--- src/rtl/bpcol_pkg.sv ---
package bpcol_pkg;

    typedef struct packed {
        logic [1:0] depth;
        logic [1:0] hsel;
        logic       obj;
    } view_t;

    // log2 of tile bytes divided by 16
    function automatic logic [1:0] depth_log(input logic [1:0] depth);
        logic [1:0] r;
        case (depth)
            2'd0:    r = 2'd0;
            2'd1:    r = 2'd1;
            default: r = 2'd2;
        endcase
        return r;
    endfunction

    function automatic view_t decode_view(input logic [5:0] scr_mode, input logic obj);
        view_t v;
        v.depth = scr_mode[1:0];
        v.hsel  = {scr_mode[5], scr_mode[2]};
        v.obj   = obj;
        return v;
    endfunction

endpackage

--- src/rtl/bpcol_size.sv ---
module bpcol_size #(
    parameter int SIZE_W = 16
) (
    input  logic [1:0]        depth_i,
    input  logic [1:0]        hsel_i,
    output logic [SIZE_W-1:0] size_o
);
    localparam logic [SIZE_W-1:0] FULL_SIZE = SIZE_W'(32768);

    logic [SIZE_W-1:0] rows;
    logic [3:0]        sh;

    always_comb begin
        rows = SIZE_W'(16) + (SIZE_W'(hsel_i) << 2);
        case (depth_i)
            2'd0:    sh = 4'd9;
            2'd3:    sh = 4'd11;
            default: sh = 4'd10;
        endcase
        if (hsel_i == 2'd3) size_o = FULL_SIZE;
        else                size_o = rows << sh;
    end
endmodule

--- src/rtl/bpcol_clamp.sv ---
module bpcol_clamp #(
    parameter int ADDR_W    = 19,
    parameter int SIZE_W    = 16,
    parameter int RAM_BANKS = 2
) (
    input  logic [7:0]        base_reg_i,
    input  logic [SIZE_W-1:0] size_i,
    output logic [ADDR_W-1:0] base_o
);
    localparam logic [ADDR_W-1:0] RAM_BYTES = ADDR_W'(RAM_BANKS * 65536);

    logic [ADDR_W-1:0] raw;
    logic [ADDR_W-1:0] top;

    always_comb begin
        raw = ADDR_W'(base_reg_i) << 10;
        top = raw + ADDR_W'(size_i);
        if (top > RAM_BYTES) base_o = RAM_BYTES - ADDR_W'(size_i);
        else                 base_o = raw;
    end
endmodule

--- src/rtl/bpcol_offset.sv ---
module bpcol_offset #(
    parameter int ADDR_W = 19,
    parameter int COL_W  = 5
) (
    input  logic [COL_W-1:0]  col_i,
    input  logic [1:0]        depth_i,
    input  logic [1:0]        hsel_i,
    output logic [ADDR_W-1:0] off_o
);
    import bpcol_pkg::*;

    localparam int LO_W = COL_W - 1;

    logic [1:0]        m;
    logic [ADDR_W-1:0] rows;
    logic [ADDR_W-1:0] hi_part;
    logic [ADDR_W-1:0] lo_part;
    logic [ADDR_W-1:0] linear;

    generate
        if (LO_W > 0) begin : g_split
            always_comb begin
                hi_part = ADDR_W'(col_i[COL_W-1]) << (13 + int'(m));
                lo_part = ADDR_W'(col_i[LO_W-1:0]) << (8 + int'(m));
            end
        end else begin : g_flat
            always_comb begin
                hi_part = ADDR_W'(col_i) << (13 + int'(m));
                lo_part = '0;
            end
        end
    endgenerate

    always_comb begin
        m      = depth_log(depth_i);
        rows   = ADDR_W'(16) + (ADDR_W'(hsel_i) << 2);
        linear = (ADDR_W'(col_i) * rows) << (4 + int'(m));
        if (hsel_i == 2'd3) off_o = hi_part + lo_part;
        else                off_o = linear;
    end
endmodule

--- src/rtl/bpcol_tracker.sv ---
module bpcol_tracker #(
    parameter int ADDR_W = 19,
    parameter int SIZE_W = 16
) (
    input  logic                  clk_i,
    input  logic                  rst_ni,
    input  bpcol_pkg::view_t      view_i,
    input  logic [ADDR_W-1:0]     base_i,
    input  logic [SIZE_W-1:0]     size_i,
    input  logic                  mark_i,
    output bpcol_pkg::view_t      view_o,
    output logic [ADDR_W-1:0]     base_o,
    output logic [SIZE_W-1:0]     size_o
);
    import bpcol_pkg::*;

    typedef struct packed {
        view_t             view;
        logic [ADDR_W-1:0] base;
        logic [SIZE_W-1:0] size;
        logic              dirty;
    } state_t;

    state_t st_d, st_q;
    logic   refresh;

    always_comb begin
        st_d    = st_q;
        refresh = st_q.dirty || (view_i != st_q.view);
        if (refresh) begin
            st_d.view  = view_i;
            st_d.base  = base_i;
            st_d.size  = size_i;
            st_d.dirty = 1'b0;
        end
        if (mark_i) st_d.dirty = 1'b1;
    end

    always_ff @(posedge clk_i or negedge rst_ni) begin
        if (!rst_ni) begin
            st_q.view  <= '0;
            st_q.base  <= '0;
            st_q.size  <= SIZE_W'(8192);
            st_q.dirty <= 1'b1;
        end else begin
            st_q <= st_d;
        end
    end

    assign view_o = st_q.view;
    assign base_o = st_q.base;
    assign size_o = st_q.size;

    // no change and no flag keeps the held base
    a_r8_base_held: assert property (@(posedge clk_i) disable iff (!rst_ni)
        (!st_q.dirty && !mark_i && view_i == st_q.view) |=> $stable(base_o));

    // strobe always leaves the flag set
    a_r9_mark_sets: assert property (@(posedge clk_i) disable iff (!rst_ni)
        mark_i |=> st_q.dirty);

    // a flagged recompute without a new strobe clears the flag
    a_r9_flag_clears: assert property (@(posedge clk_i) disable iff (!rst_ni)
        (st_q.dirty && !mark_i) |=> !st_q.dirty);
endmodule

--- src/rtl/bpcol_addr_gen.sv ---
module bpcol_addr_gen #(
    parameter int RAM_BANKS = 2,
    parameter int COL_W     = 5
) (
    input  logic             clk_i,
    input  logic             rst_ni,
    input  logic [5:0]       scr_mode_i,
    input  logic             obj_mode_i,
    input  logic [7:0]       base_reg_i,
    input  logic             base_wr_i,
    input  logic [COL_W-1:0] col_i,
    output logic [((16 + $clog2(RAM_BANKS)) > 18 ? (16 + $clog2(RAM_BANKS)) : 18):0] base_o,
    output logic [15:0]      size_o,
    output logic [6:0]       tile_bytes_o,
    output logic [((16 + $clog2(RAM_BANKS)) > 18 ? (16 + $clog2(RAM_BANKS)) : 18):0] col_addr_o
);
    import bpcol_pkg::*;

    localparam int RAM_W  = 16 + $clog2(RAM_BANKS);
    localparam int ADDR_W = (RAM_W > 18 ? RAM_W : 18) + 1;
    localparam int SIZE_W = 16;
    localparam logic [ADDR_W:0] RAM_BYTES = (ADDR_W+1)'(RAM_BANKS * 65536);

    view_t             in_view, held_view;
    logic [SIZE_W-1:0] new_size;
    logic [ADDR_W-1:0] new_base;
    logic [ADDR_W-1:0] off;
    logic [1:0]        addr_hsel;

    assign in_view = decode_view(scr_mode_i, obj_mode_i);

    bpcol_size #(.SIZE_W(SIZE_W)) size_i (
        .depth_i (in_view.depth),
        .hsel_i  (in_view.hsel),
        .size_o  (new_size)
    );

    bpcol_clamp #(.ADDR_W(ADDR_W), .SIZE_W(SIZE_W), .RAM_BANKS(RAM_BANKS)) clamp_i (
        .base_reg_i (base_reg_i),
        .size_i     (new_size),
        .base_o     (new_base)
    );

    bpcol_tracker #(.ADDR_W(ADDR_W), .SIZE_W(SIZE_W)) track_i (
        .clk_i  (clk_i),
        .rst_ni (rst_ni),
        .view_i (in_view),
        .base_i (new_base),
        .size_i (new_size),
        .mark_i (base_wr_i),
        .view_o (held_view),
        .base_o (base_o),
        .size_o (size_o)
    );

    assign addr_hsel = held_view.obj ? 2'd3 : held_view.hsel;

    bpcol_offset #(.ADDR_W(ADDR_W), .COL_W(COL_W)) off_i (
        .col_i   (col_i),
        .depth_i (held_view.depth),
        .hsel_i  (addr_hsel),
        .off_o   (off)
    );

    assign col_addr_o   = base_o + off;
    assign tile_bytes_o = 7'(16) << depth_log(held_view.depth);

    // the held buffer never runs past installed RAM
    a_r7_fits_ram: assert property (@(posedge clk_i) disable iff (!rst_ni)
        ({1'b0, base_o} + (ADDR_W+1)'(size_o)) <= RAM_BYTES);

    // base stays on a 1 KB boundary, clamped or not
    a_r1_base_aligned: assert property (@(posedge clk_i) disable iff (!rst_ni)
        base_o[9:0] == 10'd0);
endmodule

--- config.mk ---
export PLATFORM = sky130hd
export DESIGN_NAME = bpcol_addr_gen
export DESIGN_NICKNAME = d
export VERILOG_FILES = /design/src/rtl/bpcol_pkg.sv /design/src/rtl/bpcol_size.sv /design/src/rtl/bpcol_clamp.sv /design/src/rtl/bpcol_offset.sv /design/src/rtl/bpcol_tracker.sv /design/src/rtl/bpcol_addr_gen.sv
export SDC_FILE = /design/constraint.sdc
export NUM_CORES = 1
export LEC_CHECK = 0
export BUFFER_PORTS_ARGS = -buffer_cell sky130_fd_sc_hd__buf_2
export CAP_MARGIN = 20
export CORE_UTILIZATION = 40
export CTS_CLUSTER_DIAMETER = 120
export DETAILED_ROUTE_END_ITERATION = 7
export GPL_TIMING_DRIVEN = 0
export PLACE_DENSITY_LB_ADDON = 0.3
export REMOVE_ABC_BUFFERS = 1
export SYNTH_ARGS = -nofsm -noshare
export SYNTH_HDL_FRONTEND = slang
export SYNTH_SLANG_ARGS = --single-unit
--- constraint.sdc ---
create_clock -name clk_i -period 5.4 [get_ports clk_i]
set_clock_uncertainty 0.2 [all_clocks]
set_input_delay 0.27 -clock clk_i [delete_from_list [all_inputs] [get_ports clk_i]]
set_output_delay 0.27 -clock clk_i [all_outputs]
set_load 0.01 [all_outputs]
* Yosys cells after proc, flatten, opt, wreduce, memory -nomap -nowiden *
Cells that the tools add are included.

cells by class
  $add $sub $neg = 9
  $mul = 1
  magnitude comparators = 1
  eq/ne operators = 5
  shifts and indexed selects = 5
  mux-type cells = 8
  reduce and logical (&&, ||, !) cells = 4

operators with widths
  cell                    number
  $add 19x19->19          2
  $mux 19                 2
  $shl 1x32->19           1
  $shl 19x32->19          1
  $shl 4x32->19           1
  $add 18x16->19          1
  $gt 19x18->1 const B    1
  $mul 5x19->19           1
  $sub 18x16->19 const A  1
  $mux 16                 1
  $shl 16x4->16           1
  $add 5x4->6 const A     2
  $add 4x2->5 const A     2
  $pmux 2 s2              2
  $shl 5x2->7 const A     1
  $eq 2x2->1 const B      3
  $ne 5x5->1              1
  $add 3x2->4 const A     1
  $logic_not 2->1         2
  $eq 2x1->1 const B      1
  $mux 1                  2
  $mux 2                  1
  $reduce_bool 2->1       1
  $logic_or 1x1->1        1

storage, ports and cells
  register bits after elaboration = 41
  input bits = 23
  output and inout bits = 61
  logic and storage cells = 39

* Logic depth before layout (Yosys ltp) *
  depth after elaboration = 7
  gate-level depth with buffers = 23
  gate-level depth less buffers = 22

* Hierarchy *
From an unflattened synthesis, not the netlist that was laid out.

unflattened totals
  cell total of the unflattened synthesis = 568
  area total of the unflattened synthesis = 5318.9 µm²

modules (own cells, without submodules)
  module          times used  cells an instance  area an instance (µm²)  seq. area each (µm²)
  bpcol_tracker   1           133                1985.7                  1028.5
  bpcol_offset    1           162                1260.0                  0.0
  bpcol_clamp     1           118                939.7                   0.0
  bpcol_addr_gen  1           125                923.4                   0.0
  bpcol_size      1           30                 210.2                   0.0

* Worst setup path before layout *
OpenSTA, ideal clock, no wires.

  path kind = reg-to-output
  from = register track_i.st_q (netlist bit track_i.view_o[0])
  to = output col_addr_o[18] (netlist bit)
  arrival = 4.300 ns
  required time = 4.930 ns
  setup slack = 0.630 ns
  cell stages (with the launch flop) = 22
  path buffers = 1
  path through = dfrtp_1 > clkbuf_1 > o21ai_0 > fa_1 > inv_1 > ha_1 > ha_1 > ha_1 > nor2b_1 > o21ai_0 > a21oi_1 > nand2b_1 > and2_1 > a211o_1 > a22oi_1 > ha_1 > a21oi_1 > o21bai_1 > a21oi_1 > nor2b_1 > o21ai_0 > nand2b_1

between the ends
  longest elaborated chain between the ends = 6
  elaborated cells on any way between the ends = 7
  those cells by class = 2 x add/sub; 1 x mul; 1 x eq/ne; 1 x shift; 2 x mux

RTL lines
  item                    line                  text
  from (decl)             bpcol_tracker.sv:24   state_t st_d, st_q;
  from (signal assigned)  bpcol_tracker.sv:46   st_q <= st_d;
  $mux 2 (*)              bpcol_addr_gen.sv:56  assign addr_hsel = held_view.obj ? 2'd3 : held_view.hsel;
  $add 5x4->6             bpcol_offset.sv:36    rows = ADDR_W'(16) + (ADDR_W'(hsel_i) << 2);
  $mul 5x19->19           bpcol_offset.sv:37    linear = (ADDR_W'(col_i) * rows) << (4 + int'(m));
  $shl 19x32->19          bpcol_offset.sv:37
  $mux 19 (*)             bpcol_offset.sv:38    if (hsel_i == 2'd3) off_o = hi_part + lo_part;
  $add 19x19->19 (*)      bpcol_addr_gen.sv:65  assign col_addr_o = base_o + off;
  to (decl)               bpcol_addr_gen.sv:15  output logic [((16 + $clog2(RAM_BANKS)) > 18 ? (16 + $clog2(RAM_BANKS)) : 18):0] col_addr_o

Every way passes the cells marked *; elsewhere a longest branch is shown, timed or not.

* Worst setup path in the final report *
Same ends and word-level chain as after synthesis.

==> impl_metrics.tcl <==
set metrics [dict create \
    status "completed" \
    min_from "scr_mode_i[5]" \
    r2r-start "track_i.view_o[4]$_DFFE_PN0P_" \
    drt_iter0_drc 70 \
    overflow 0 \
    antenna_found_initial 0 \
    yosys-top-cells-count "45 x buf_4, 43 x ha_1, 34 x nand2_1" \
    avgViaCountPerCell 5.00 \
    crit_chain "o21ai_1 > fa_1 > inv_1 > ha_1 > ha_1 > ha_4 > nor2b_1 > o21ai_1 > a21oi_1 > nand2b_1 > o211ai_1 > a21oi_1 > a21oi_1 > ha_1 > a21o_1 > a21oi_2 > o21bai_1 > a21oi_2 > nor2b_1 > o21ai_1 > nand2b_1 > buf_2" \
    rsz0062_at_grt "no" \
    cp.arrival_ps 4600 \
    ys.flop_type "dfrtp_1" \
    end_kind "output port" \
    min_to "track_i.view_o[2]$_DFFE_PN0P_" \
    htreeDepth 1 \
    grt_max_degree 25 \
    ys_ff_latch 20 \
    fp.dieH_um 91.0 \
    cts_made_buffers 3 \
    tns_ps 0 \
    p_per_area_nw_per_um2 226 \
    timing.rr.end "track_i.base_o[14]$_DFFE_PN0P_" \
    die_x_um 91.0 \
    post-route-period-util 0.939 \
    regArea_um2 507 \
    clock_tree.root_cell "clkbuf_8" \
    critPathKind "register to output port" \
    grt_use_total 0.171 \
    drc 0 \
    tightest_slew_ps 755 \
    yosysSeqAreaShare 0.159 \
    hp-class "input port to register" \
    ioPinCount 84 \
    die_area_um2 8280 \
    drive_gt1_frac 0.204 \
    max_slew_margin 0.497 \
    grt_first_pass_wirelength_um 11700 \
    vias 2672 \
    min_path_cells 1 \
    drtAntennaViolNets 0 \
    first_pass_iters 4 \
    final_cells 534 \
    fin_crit_ps 5070 \
    critPathMaxStageDelay_ps 500 \
    cellLeakagePower_nw 1.72 \
    dpl.hpwl_um 5530 \
    wl_per_cell_um 12.8 \
    yosys.area.top_type_share 0.170 \
    finalSetupViolations 0 \
    numPortBuffers 50 \
    r2r_cells 7 \
    post-synth-top-count-cell "buf_4" \
    reg2reg_setup_slack_ps 2500 \
    maxSlewViolCount 0 \
    gp_congestion 0.817 \
    area_growth_syn_to_layout_pct 9.48 \
    synth_cell_type_count 59 \
    critPathRequiredTime_ps 4930 \
    clkSinkCount 20 \
    slowest_stage "dfrtp_2" \
    coreArea_um2 7690 \
    synth_cells 399 \
    max-vdd-ir-drop_mv 0.158 \
    placed_cell_area_um2 3280 \
    avgSynthCellArea_um2 7.94 \
    crit_fanout 8 \
    setup_ws_ps 327 \
    dpl_worst_slack_ps 200 \
    ys_top_cells_by_area "ha_1 17%, dfrtp_1 14%, buf_4 11%" \
    max_clock_freq_mhz 197 \
    wirelength_um 6810 \
    stdcell_area_um2 3470 \
    yosys.area.top_type "ha_1" \
    dp_cells 523 \
    critPathLaunchType "register" \
    multi_input_area_um2 2300 \
    num_rows 32 \
    async_flop_share 1.00 \
    clkTransAtPathRegs_ps 80 \
    syn_area_um2 3170 \
    cts_tree "done" \
    maxCapViolCount 0 \
    grt_pass1_vias 2529 \
    start_util 0.412 \
    finalHoldViolCount 0 \
    final_util 0.451 \
    nNetsFinal 504 \
    synth_edf_count 0 \
    clkLatencyLatePin_ps 260 \
    clock_path_buffers 2 \
    ys.warnings.count 0 \
    diodes 0 \
    fill_cells 786 \
]
-- routing by layer --
metal / up-vias / share of wire / GRT usage
li1: 1371 / - / -
met1: 1239 / 0.46 / 0.220
met2: 56 / 0.49 / 0.304
met3: 6 / 0.038 / 0.0168
met4: 0 / 0.013 / 0.0437
met5: - / 0 / 0
-- critical path: cells and delay by family, from the launching register on --
kind	cells	cell delay, ps
compound gates	11	1550
fa+ha+maj	5	1650
buf+inv	2	170
flops	1	500
simple gates	4	420
-- cell type report --
class / instances / area share
repair buffers: 59 / 0.0974
well taps: 102 / 0.0368
clock buffers: 3 / 0.0119
flip-flops and latches: 20 / 0.146
inverters: 33 / 0.0357
multi-input cells: 316 / 0.663
clock inverters: 1 / 0.00866
-- per-stage QoR --
stage	hold WS [ps]	power, W
floorplan	-226	0.000484
global placement	54.6	0.000601
detailed placement	54.5	0.000611
CTS	15.0	0.000765
global route	24.0	0.000846
finish	19.0	0.000783
-- what timing repair did --
action | in CTS | in global routing
pin swaps | 0 | 4
gates resized for setup | 4 | 14
setup buffers | 0 | 2
hold endpoints to repair | 22 | 0
endpoints found under the setup margin | 1 | 4
hold buffers | 5 | 0
-- layout by cell type, fill, tap and decap left out, types with 4 or more instances in the layout --
| master | Yosys | final |
|---|---|---|
| inv_1 | 31 | 31 |
| a21o_1 | 6 | 6 |
| conb_1 | 1 | 37 |
| a21oi_2 | 1 | 6 |
| ha_1 | 43 | 42 |
| xor2_1 | 7 | 7 |
| mux2i_1 | 6 | 6 |
| dlygate4sd3_1 | 0 | 5 |
| o21bai_1 | 7 | 7 |
| nand3_1 | 4 | 4 |
| nor4_1 | 5 | 5 |
| xnor2_1 | 17 | 17 |
| fa_1 | 5 | 5 |
| mux2_2 | 4 | 4 |
| o21ai_1 | 1 | 4 |
| dfrtp_1 | 18 | 15 |
| buf_2 | 5 | 50 |
| nor2_1 | 19 | 17 |
| a31oi_1 | 5 | 5 |
| o21ai_0 | 20 | 16 |
| nor2b_1 | 9 | 9 |
| a21oi_1 | 25 | 20 |
| nand2b_1 | 6 | 6 |
| nand2_1 | 34 | 34 |
| o211ai_1 | 6 | 6 |
-- flip-flops by register name, indices dropped and copies added, names as in the netlist --
signal and count:
track_i.view_o 5, track_i.size_o 6, track_i.base_o 8, track_i.st_q 1
-- worst max-delay path by stage --
stage	start	slack, ps	endpoint
3_5_place_dp	track_i.view_o[0]$_DFFE_PN0P_	200	col_addr_o[18]
3_3_place_gp	track_i.view_o[0]$_DFFE_PN0P_	300	col_addr_o[18]
5_1_grt	track_i.view_o[0]$_DFFE_PN0P_	3	col_addr_o[18]
4_1_cts	track_i.view_o[0]$_DFFE_PN0P_	1	col_addr_o[18]
6_report	track_i.view_o[0]$_DFFE_PN0P_	330	col_addr_o[18]
2_1_floorplan	track_i.view_o[0]$_DFFE_PN0P_	760	col_addr_o[18]
-- logic make-up after synthesis --
logic type,Yosys count,share of synthesized area
flip-flops,20,0.159
XOR/XNOR,24,0.0664
adder cells (fa/ha/maj),48,0.202
AND/OR/NAND/NOR,101,0.163
other,1,0.00118
buffers and inverters,99,0.175
multiplexers,10,0.0332
AO/OA/AOI/OAI,96,0.201
-- power breakdown --
part	leakage [nW]	switching, W	internal [W]
clock network	0.0357	0.0000507	0.0000990
logic	1.45	0.000250	0.000199
registers	0.238	0.0000195	0.000165
Power figures use the tool's default switching activity.
